File: config.mk
export PLATFORM = sky130hd
export DESIGN_NAME = spi_addr_slave
export DESIGN_NICKNAME = d
export VERILOG_FILES = /design/src/rtl/spi_addr_pkg.sv /design/src/rtl/spi_in_sync.sv /design/src/rtl/spi_edge_det.sv /design/src/rtl/spi_rx_shifter.sv /design/src/rtl/spi_tx_driver.sv /design/src/rtl/spi_addr_slave.sv
export SDC_FILE = /design/constraint.sdc
export NUM_CORES = 1
export LEC_CHECK = 0
export BUFFER_PORTS_ARGS = -buffer_cell sky130_fd_sc_hd__buf_4
export CAP_MARGIN = 20
export CORE_ASPECT_RATIO = 1.1
export CORE_UTILIZATION = 40
export DETAILED_ROUTE_END_ITERATION = 6
export PLACE_DENSITY = 0.64
export SETUP_SLACK_MARGIN = 0.5
export SKIP_LAST_GASP = 1
export SYNTH_ARGS = -nofsm -noshare
export SYNTH_HDL_FRONTEND = slang
export SYNTH_HIERARCHICAL = 1
export SYNTH_SLANG_ARGS = --single-unit
File: constraint.sdc
create_clock -name clk -period 6.1 [get_ports clk]
set_clock_uncertainty 0.05 [all_clocks]
set_input_delay 0.915 -clock clk [delete_from_list [all_inputs] [get_ports clk]]
set_output_delay 0.915 -clock clk [all_outputs]
set_load 0.05 [all_outputs]
File: src/rtl/spi_addr_pkg.sv
package spi_addr_pkg;

  localparam int BYTE_W  = 8;
  localparam int ADDR_W  = 3;
  localparam int STRAP_W = 2;

  // Address selected by the strap pins: the straps fill the low bits,
  // the remaining upper bits are zero.
  function automatic int strap_to_addr(input int strap);
    return strap;
  endfunction

  // Read-register bit presented on the output once cnt bits are in.
  function automatic int miso_index(input int cnt, input int width);
    return width - 1 - cnt;
  endfunction

  // True when the bit count places the next output bit inside the payload.
  function automatic bit tx_window(input int cnt, input int addr_w, input int width);
    return (cnt >= addr_w) && (cnt < width);
  endfunction

endpackage

File: src/rtl/spi_in_sync.sv
module spi_in_sync #(
  parameter int             N       = 3,
  parameter int             STAGES  = 2,
  parameter logic [N-1:0]   RST_VAL = '0
) (
  input  logic         clk,
  input  logic         rst_n,
  input  logic [N-1:0] pin,
  output logic [N-1:0] lvl
);

  for (genvar g = 0; g < N; g++) begin : g_bit
    logic [STAGES-1:0] pipe_q;
    always_ff @(posedge clk or negedge rst_n) begin
      if (!rst_n) pipe_q <= {STAGES{RST_VAL[g]}};
      else        pipe_q <= {pipe_q[STAGES-2:0], pin[g]};
    end
    assign lvl[g] = pipe_q[STAGES-1];
  end

endmodule

File: src/rtl/spi_edge_det.sv
module spi_edge_det #(
  parameter int           N       = 2,
  parameter logic [N-1:0] RST_VAL = '0
) (
  input  logic         clk,
  input  logic         rst_n,
  input  logic [N-1:0] lvl,
  output logic [N-1:0] rise,
  output logic [N-1:0] fall
);

  for (genvar g = 0; g < N; g++) begin : g_bit
    logic prev_q;
    always_ff @(posedge clk or negedge rst_n) begin
      if (!rst_n) prev_q <= RST_VAL[g];
      else        prev_q <= lvl[g];
    end
    assign rise[g] =  lvl[g] & ~prev_q;
    assign fall[g] = ~lvl[g] &  prev_q;
  end

endmodule

File: src/rtl/spi_rx_shifter.sv
module spi_rx_shifter
  import spi_addr_pkg::*;
#(
  parameter int DATA_W  = BYTE_W,
  parameter int AW      = ADDR_W,
  parameter int SW      = STRAP_W,
  localparam int CNT_W  = $clog2(DATA_W + 1)
) (
  input  logic              clk,
  input  logic              rst_n,
  input  logic              frame_start,
  input  logic              frame_end,
  input  logic              sel,
  input  logic              sck_rise,
  input  logic              sck_fall,
  input  logic              mosi_s,
  input  logic [SW-1:0]     strap,
  output logic [CNT_W-1:0]  bit_cnt,
  output logic [DATA_W-1:0] byte_next,
  output logic              addr_hit,
  output logic              hit_ev,
  output logic              byte_done_ev
);

  localparam logic [CNT_W-1:0] CNT_FULL = CNT_W'(DATA_W);
  localparam logic [CNT_W-1:0] CNT_ADDR = CNT_W'(AW - 1);
  localparam logic [CNT_W-1:0] CNT_LAST = CNT_W'(DATA_W - 1);

  logic [DATA_W-1:0] shift_q;
  logic [CNT_W-1:0]  cnt_q;
  logic              samp_q;
  logic              pend_q;
  logic              hit_q;
  logic              room;
  logic              sample_ev;
  logic              shift_ev;
  logic              addr_chk_ev;
  logic              addr_match;
  logic [AW-1:0]     own_addr;

  assign room        = (cnt_q < CNT_FULL);
  assign sample_ev   = sel && sck_fall && room;
  assign shift_ev    = sel && sck_rise && pend_q && room;
  assign byte_next   = {shift_q[DATA_W-2:0], samp_q};
  assign own_addr    = AW'(strap_to_addr(int'(strap)));
  assign addr_match  = (byte_next[AW-1:0] == own_addr);
  assign addr_chk_ev = shift_ev && (cnt_q == CNT_ADDR);
  assign hit_ev      = addr_chk_ev && addr_match;
  assign byte_done_ev = shift_ev && (cnt_q == CNT_LAST) && hit_q;

  always_ff @(posedge clk or negedge rst_n) begin
    if (!rst_n) begin
      shift_q <= '0;
      cnt_q   <= '0;
      samp_q  <= 1'b0;
      pend_q  <= 1'b0;
      hit_q   <= 1'b0;
    end else if (frame_start) begin
      shift_q <= '0;
      cnt_q   <= '0;
      samp_q  <= 1'b0;
      pend_q  <= 1'b0;
      hit_q   <= 1'b0;
    end else if (frame_end) begin
      pend_q  <= 1'b0;
      hit_q   <= 1'b0;
    end else begin
      if (sample_ev) begin
        samp_q <= mosi_s;
        pend_q <= 1'b1;
      end
      if (shift_ev) begin
        shift_q <= byte_next;
        cnt_q   <= cnt_q + 1'b1;
        pend_q  <= 1'b0;
      end
      if (hit_ev) hit_q <= 1'b1;
    end
  end

  assign bit_cnt  = cnt_q;
  assign addr_hit = hit_q;

endmodule

File: src/rtl/spi_tx_driver.sv
module spi_tx_driver
  import spi_addr_pkg::*;
#(
  parameter int DATA_W  = BYTE_W,
  parameter int AW      = ADDR_W,
  localparam int CNT_W  = $clog2(DATA_W + 1),
  localparam int IDX_W  = $clog2(DATA_W)
) (
  input  logic              clk,
  input  logic              rst_n,
  input  logic              frame_start,
  input  logic              frame_end,
  input  logic              sel,
  input  logic              sck_fall,
  input  logic              addr_hit,
  input  logic              hit_ev,
  input  logic [CNT_W-1:0]  bit_cnt,
  input  logic [DATA_W-1:0] rd_data,
  output logic              miso,
  output logic              miso_oe
);

  logic [DATA_W-1:0] rd_lat_q;
  logic              miso_q;
  logic              oe_q;
  logic [IDX_W-1:0]  tx_idx;
  logic              drive_ev;

  assign tx_idx   = IDX_W'(miso_index(int'(bit_cnt), DATA_W));
  assign drive_ev = sel && sck_fall && addr_hit &&
                    tx_window(int'(bit_cnt), AW, DATA_W);

  always_ff @(posedge clk or negedge rst_n) begin
    if (!rst_n) begin
      rd_lat_q <= '0;
      miso_q   <= 1'b0;
      oe_q     <= 1'b0;
    end else if (frame_start) begin
      miso_q   <= 1'b0;
      oe_q     <= 1'b0;
    end else if (frame_end) begin
      oe_q     <= 1'b0;
    end else begin
      if (hit_ev) rd_lat_q <= rd_data;
      if (drive_ev) begin
        miso_q <= rd_lat_q[tx_idx];
        oe_q   <= 1'b1;
      end
    end
  end

  assign miso    = miso_q;
  assign miso_oe = oe_q;

endmodule

File: src/rtl/spi_addr_slave.sv
module spi_addr_slave
  import spi_addr_pkg::*;
#(
  parameter int SYNC_STAGES = 2,
  parameter int DATA_W      = BYTE_W,
  parameter int AW          = ADDR_W,
  parameter int SW          = STRAP_W,
  localparam int CNT_W      = $clog2(DATA_W + 1)
) (
  input  logic              clk,
  input  logic              rst_n,
  input  logic              sck,
  input  logic              cs_n,
  input  logic              mosi,
  input  logic [SW-1:0]     strap_sel,
  input  logic [DATA_W-1:0] rd_data,
  output logic              miso,
  output logic              miso_oe,
  output logic [DATA_W-1:0] wr_data,
  output logic              wr_valid
);

  // synchronized pins: [2] cs_n, [1] sck, [0] mosi
  logic [2:0] pin_lvl;
  logic       cs_lvl;
  logic       sck_lvl;
  logic       mosi_lvl;
  logic [1:0] ev_rise;
  logic [1:0] ev_fall;

  logic              frame_start;
  logic              frame_end;
  logic              sel;
  logic              sck_rise_ev;
  logic              sck_fall_ev;
  logic [CNT_W-1:0]  bit_cnt;
  logic [DATA_W-1:0] byte_next;
  logic              addr_hit;
  logic              hit_ev;
  logic              byte_done_ev;

  logic [DATA_W-1:0] wr_data_q;
  logic              wr_valid_q;

  spi_in_sync #(
    .N       (3),
    .STAGES  (SYNC_STAGES),
    .RST_VAL (3'b110)
  ) u_sync (
    .clk   (clk),
    .rst_n (rst_n),
    .pin   ({cs_n, sck, mosi}),
    .lvl   (pin_lvl)
  );

  assign cs_lvl   = pin_lvl[2];
  assign sck_lvl  = pin_lvl[1];
  assign mosi_lvl = pin_lvl[0];

  // [1] cs_n, [0] sck
  spi_edge_det #(
    .N       (2),
    .RST_VAL (2'b11)
  ) u_edges (
    .clk   (clk),
    .rst_n (rst_n),
    .lvl   ({cs_lvl, sck_lvl}),
    .rise  (ev_rise),
    .fall  (ev_fall)
  );

  assign frame_start = ev_fall[1];
  assign frame_end   = ev_rise[1];
  assign sck_rise_ev = ev_rise[0];
  assign sck_fall_ev = ev_fall[0];
  assign sel         = ~cs_lvl;

  spi_rx_shifter #(
    .DATA_W (DATA_W),
    .AW     (AW),
    .SW     (SW)
  ) u_rx (
    .clk          (clk),
    .rst_n        (rst_n),
    .frame_start  (frame_start),
    .frame_end    (frame_end),
    .sel          (sel),
    .sck_rise     (sck_rise_ev),
    .sck_fall     (sck_fall_ev),
    .mosi_s       (mosi_lvl),
    .strap        (strap_sel),
    .bit_cnt      (bit_cnt),
    .byte_next    (byte_next),
    .addr_hit     (addr_hit),
    .hit_ev       (hit_ev),
    .byte_done_ev (byte_done_ev)
  );

  spi_tx_driver #(
    .DATA_W (DATA_W),
    .AW     (AW)
  ) u_tx (
    .clk         (clk),
    .rst_n       (rst_n),
    .frame_start (frame_start),
    .frame_end   (frame_end),
    .sel         (sel),
    .sck_fall    (sck_fall_ev),
    .addr_hit    (addr_hit),
    .hit_ev      (hit_ev),
    .bit_cnt     (bit_cnt),
    .rd_data     (rd_data),
    .miso        (miso),
    .miso_oe     (miso_oe)
  );

  always_ff @(posedge clk or negedge rst_n) begin
    if (!rst_n) begin
      wr_data_q  <= '0;
      wr_valid_q <= 1'b0;
    end else begin
      wr_valid_q <= byte_done_ev;
      if (byte_done_ev) wr_data_q <= byte_next;
    end
  end

  assign wr_data  = wr_data_q;
  assign wr_valid = wr_valid_q;

endmodule

==> run_results.csv <==
group,metric,value,unit
yosys,async_flop_share,100,%
yosys,synth_fp_nets,135,
yosys,synth_top_family_by_area,"multiplexers",
yosys,syn_inst,118,
route,ant_nets,0,
timing,finalCriticalPeriod,2460,ps
die,ioPinCount,26,
timing,hold_viol,0,
grt,gr-usage-met1,19.8,%
timing,fmax,406,MHz
grt,grt_pass1_vias,1089,
setup_path,rrSetupSlack,3640,ps
placement,gp_congestion,0.763,
setup_path,path_class,"reg2reg",
yosys,synth_flop_cell,"dfrtp_1",
flow_run,maxCapViolCount,0,
clock_network,postCtsSetupRepairBufs,0,
die,die_h,71.6,um
final_layout,multi_input_area,659,um2
power_and_ir_drop,power,0.000487,W
setup_path,critPathArrivalTime,2580,ps
grt,grt_pass1_wl,5110,um
grt,grt_overflow_total,0,
route,drc,0,
yosys,ys_seq_area_share,58.7,%
yosys,synth_compound_area_share,7.82,%
setup_path,reg2reg_to,"u_tx/rd_lat_q[6]$_DFFE_PN0P_",
yosys,synthXorXnorAreaFrac,0.995,%
clock_network,clk_latency,290,ps
yosys,yosysUniqueCellTypes,38,
setup_path,cp.required,6220,ps
clock_network,cts_sinks,41,
yosys,post_synth_and_or_nand_nor_area_fraction,10.5,%
yosys,muxShareOfSynthArea,16.7,%
clock_network,ctsHoldBuffers,0,
min_path,hp-class,"reg2reg",
yosys,synth_seq_cells,41,
yosys,synth_edf_count,0,
yosys,yosys.area_share.adder,1.42,%
setup_path,cp-startpoint,"u_rx/bit_cnt[0]$_DFFE_PN0P_",
die,initial_utilization,43.1,%
die,row_count,24,
final_layout,drive_gt1_share,45.5,%
placement,port_buffers,25,
grt,top_usage_layer,"met2",
power_and_ir_drop,p_per_area,237,mW/mm2
clock_network,post_cts_resized,0,
timing,rsz0062_at_grt,"false",
timing,setup_viol,0,
power_and_ir_drop,irDropWorstVdd,0.128,mV
route,via_per_inst,5.12,
route,wl_per_cell,14.6,um
grt,grt_max_degree,42,
timing,max_slew_margin,63.0,%
setup_path,r2r_cells,6,
grt,antenna_found_initial,0,
clock_network,path_clk_slew,80,ps
setup_path,r2r_start,"u_rx/bit_cnt[0]$_DFFE_PN0P_",
final_layout,nets,161,
setup_path,crit_path_start_kind,"flop",
clock_network,htree_levels,2,
grt,met3_usage,3.98,%
route,routed_wl,2880,um
run_status,status,"completed",
final_layout,n_antenna_cell,0,
die,die_area,0.00467,mm2
setup_path,worstPathMaxFanout,8,
clock_network,cts_buffer_depth,2,
placement,dp_hpwl,1980,um
grt,grt_use_total,14.9,%
die,core_area,0.00408,mm2
yosys,netlist_area,0.00176,mm2
grt,use_met2,21.9,%
clock_network,clock-root-buffer,"clkbuf_8",
setup_path,cp-end-kind,"flop",
final_layout,area_delta_synth_final,16.9,%
yosys,yosysWarnings,6,
clock_network,numCtsBuffers,5,
route,drtIter0Drc,29,
final_layout,regArea,0.00103,mm2
route,firstDrtPassIters,6,
route,num_vias,1009,
power_and_ir_drop,p_leak,0.999,nW
timing,drv_slew,0,
yosys,avgSynthCellArea,14.9,um2
timing,tns,0,ps
final_layout,fillers,377,
setup_path,endpoint,"u_tx/rd_lat_q[6]$_DFFE_PN0P_",
timing,fin_crit_sh,40.3,%
die,die_w,65.3,um
timing,tightestPinTransition,555,ps
clock_network,cts_tree,"yes",
## cell usage after synthesis (all sizes together) (4+ instances only)
cell type	instances	area (um2)
dfrtp	35	876
dfstp	6	158
inv	6	22.5
and2b	4	35.0
a22o	8	72.6
mux2	17	221
buf	5	41.3
a21oi	4	23.8
## worst max-delay path: stages (launching register included)
cell,delay (ps)
dfrtp_1,460
inv_1,110
ha_1,140
or3b_1,360
nor4_2,360
nor3b_4,470
mux2_2,390
## metrics by stage
stage / setup WS (ps) / instances / hold slack, ps / util (%) / instance area (um2)
finish: 3640 / 197 / 302 / 50.4 / 2060
global route: 3480 / 197 / 309 / 50.4 / 2060
CTS: 3620 / 197 / 307 / 50.4 / 2060
detailed placement: 3530 / 189 / 290 / 48.2 / 1970
global placement: 3550 / 189 / 285 / 48.2 / 1970
floorplan: 3840 / 118 / 281 / - / 1760
## power breakdown
group          switching (W)  internal (W)  leakage, nW  total [W]
Combinational      0.0000139     0.0000121        0.411  0.0000260
Sequential        0.00000358      0.000279        0.542   0.000283
Clock              0.0000860     0.0000922       0.0455   0.000178
Total               0.000103      0.000384        0.999   0.000487
## final cells by class
cell class                 instances  area share, %
clock buffer                       8           4.38
inverter                           6           1.09
multi-input combinational         65           32.0
sequential                        41           50.2
tap                               52           3.16
timing repair buffer              25           9.12
## layer usage
metal	vias to the layer above	part of all wire, %
met5	-	0
met4	0	2.7
met3	7	4.7
met2	29	44
met1	495	48
li1	478	-
## registers in the layout, summed over array words and instances (netlist names), 2 cells and up
signal and count:
u_edges/g_bit.prev_q 2, u_rx/bit_cnt 4, u_rx/shift_q 7, u_sync/g_bit.pipe_q 6, u_tx/rd_lat_q 8, wr_data 8
## cell usage in the layout, fill, tap and decap left out, drive strengths merged, types with 4 or more instances in the layout
cell type | Yosys | final
clkbuf | 1 | 8
a21oi | 4 | 4
buf | 5 | 25
and2b | 4 | 4
dfstp | 6 | 6
a22o | 8 | 8
dfrtp | 35 | 35
inv | 6 | 6
mux2 | 17 | 17
## worst min path at each step
stage          slack [ps]                                start  cells past startpoint                                   to
6_report              300  u_sync/g_bit[0].pipe_q[0]$_DFF_PN0_                      0  u_sync/g_bit[0].pipe_q[1]$_DFF_PN0_
5_1_grt               310  u_sync/g_bit[0].pipe_q[0]$_DFF_PN0_                      0  u_sync/g_bit[0].pipe_q[1]$_DFF_PN0_
4_1_cts               310  u_sync/g_bit[0].pipe_q[0]$_DFF_PN0_                      0  u_sync/g_bit[0].pipe_q[1]$_DFF_PN0_
3_5_place_dp          290  u_sync/g_bit[0].pipe_q[0]$_DFF_PN0_                      0  u_sync/g_bit[0].pipe_q[1]$_DFF_PN0_
3_3_place_gp          290  u_sync/g_bit[0].pipe_q[0]$_DFF_PN0_                      0  u_sync/g_bit[0].pipe_q[1]$_DFF_PN0_
2_1_floorplan         280  u_sync/g_bit[0].pipe_q[0]$_DFF_PN0_                      0  u_sync/g_bit[0].pipe_q[1]$_DFF_PN0_
## cells by family after synthesis
kind of cell             after synthesis
AO/OA/AOI/OAI                         18
XOR/XNOR                               2
adder cells (fa/ha/maj)                2
buffers and inverters                 12
flip-flops                            41
multiplexers                          21
AND/OR/NAND/NOR                       22
(Power assumes the default switching activity.)
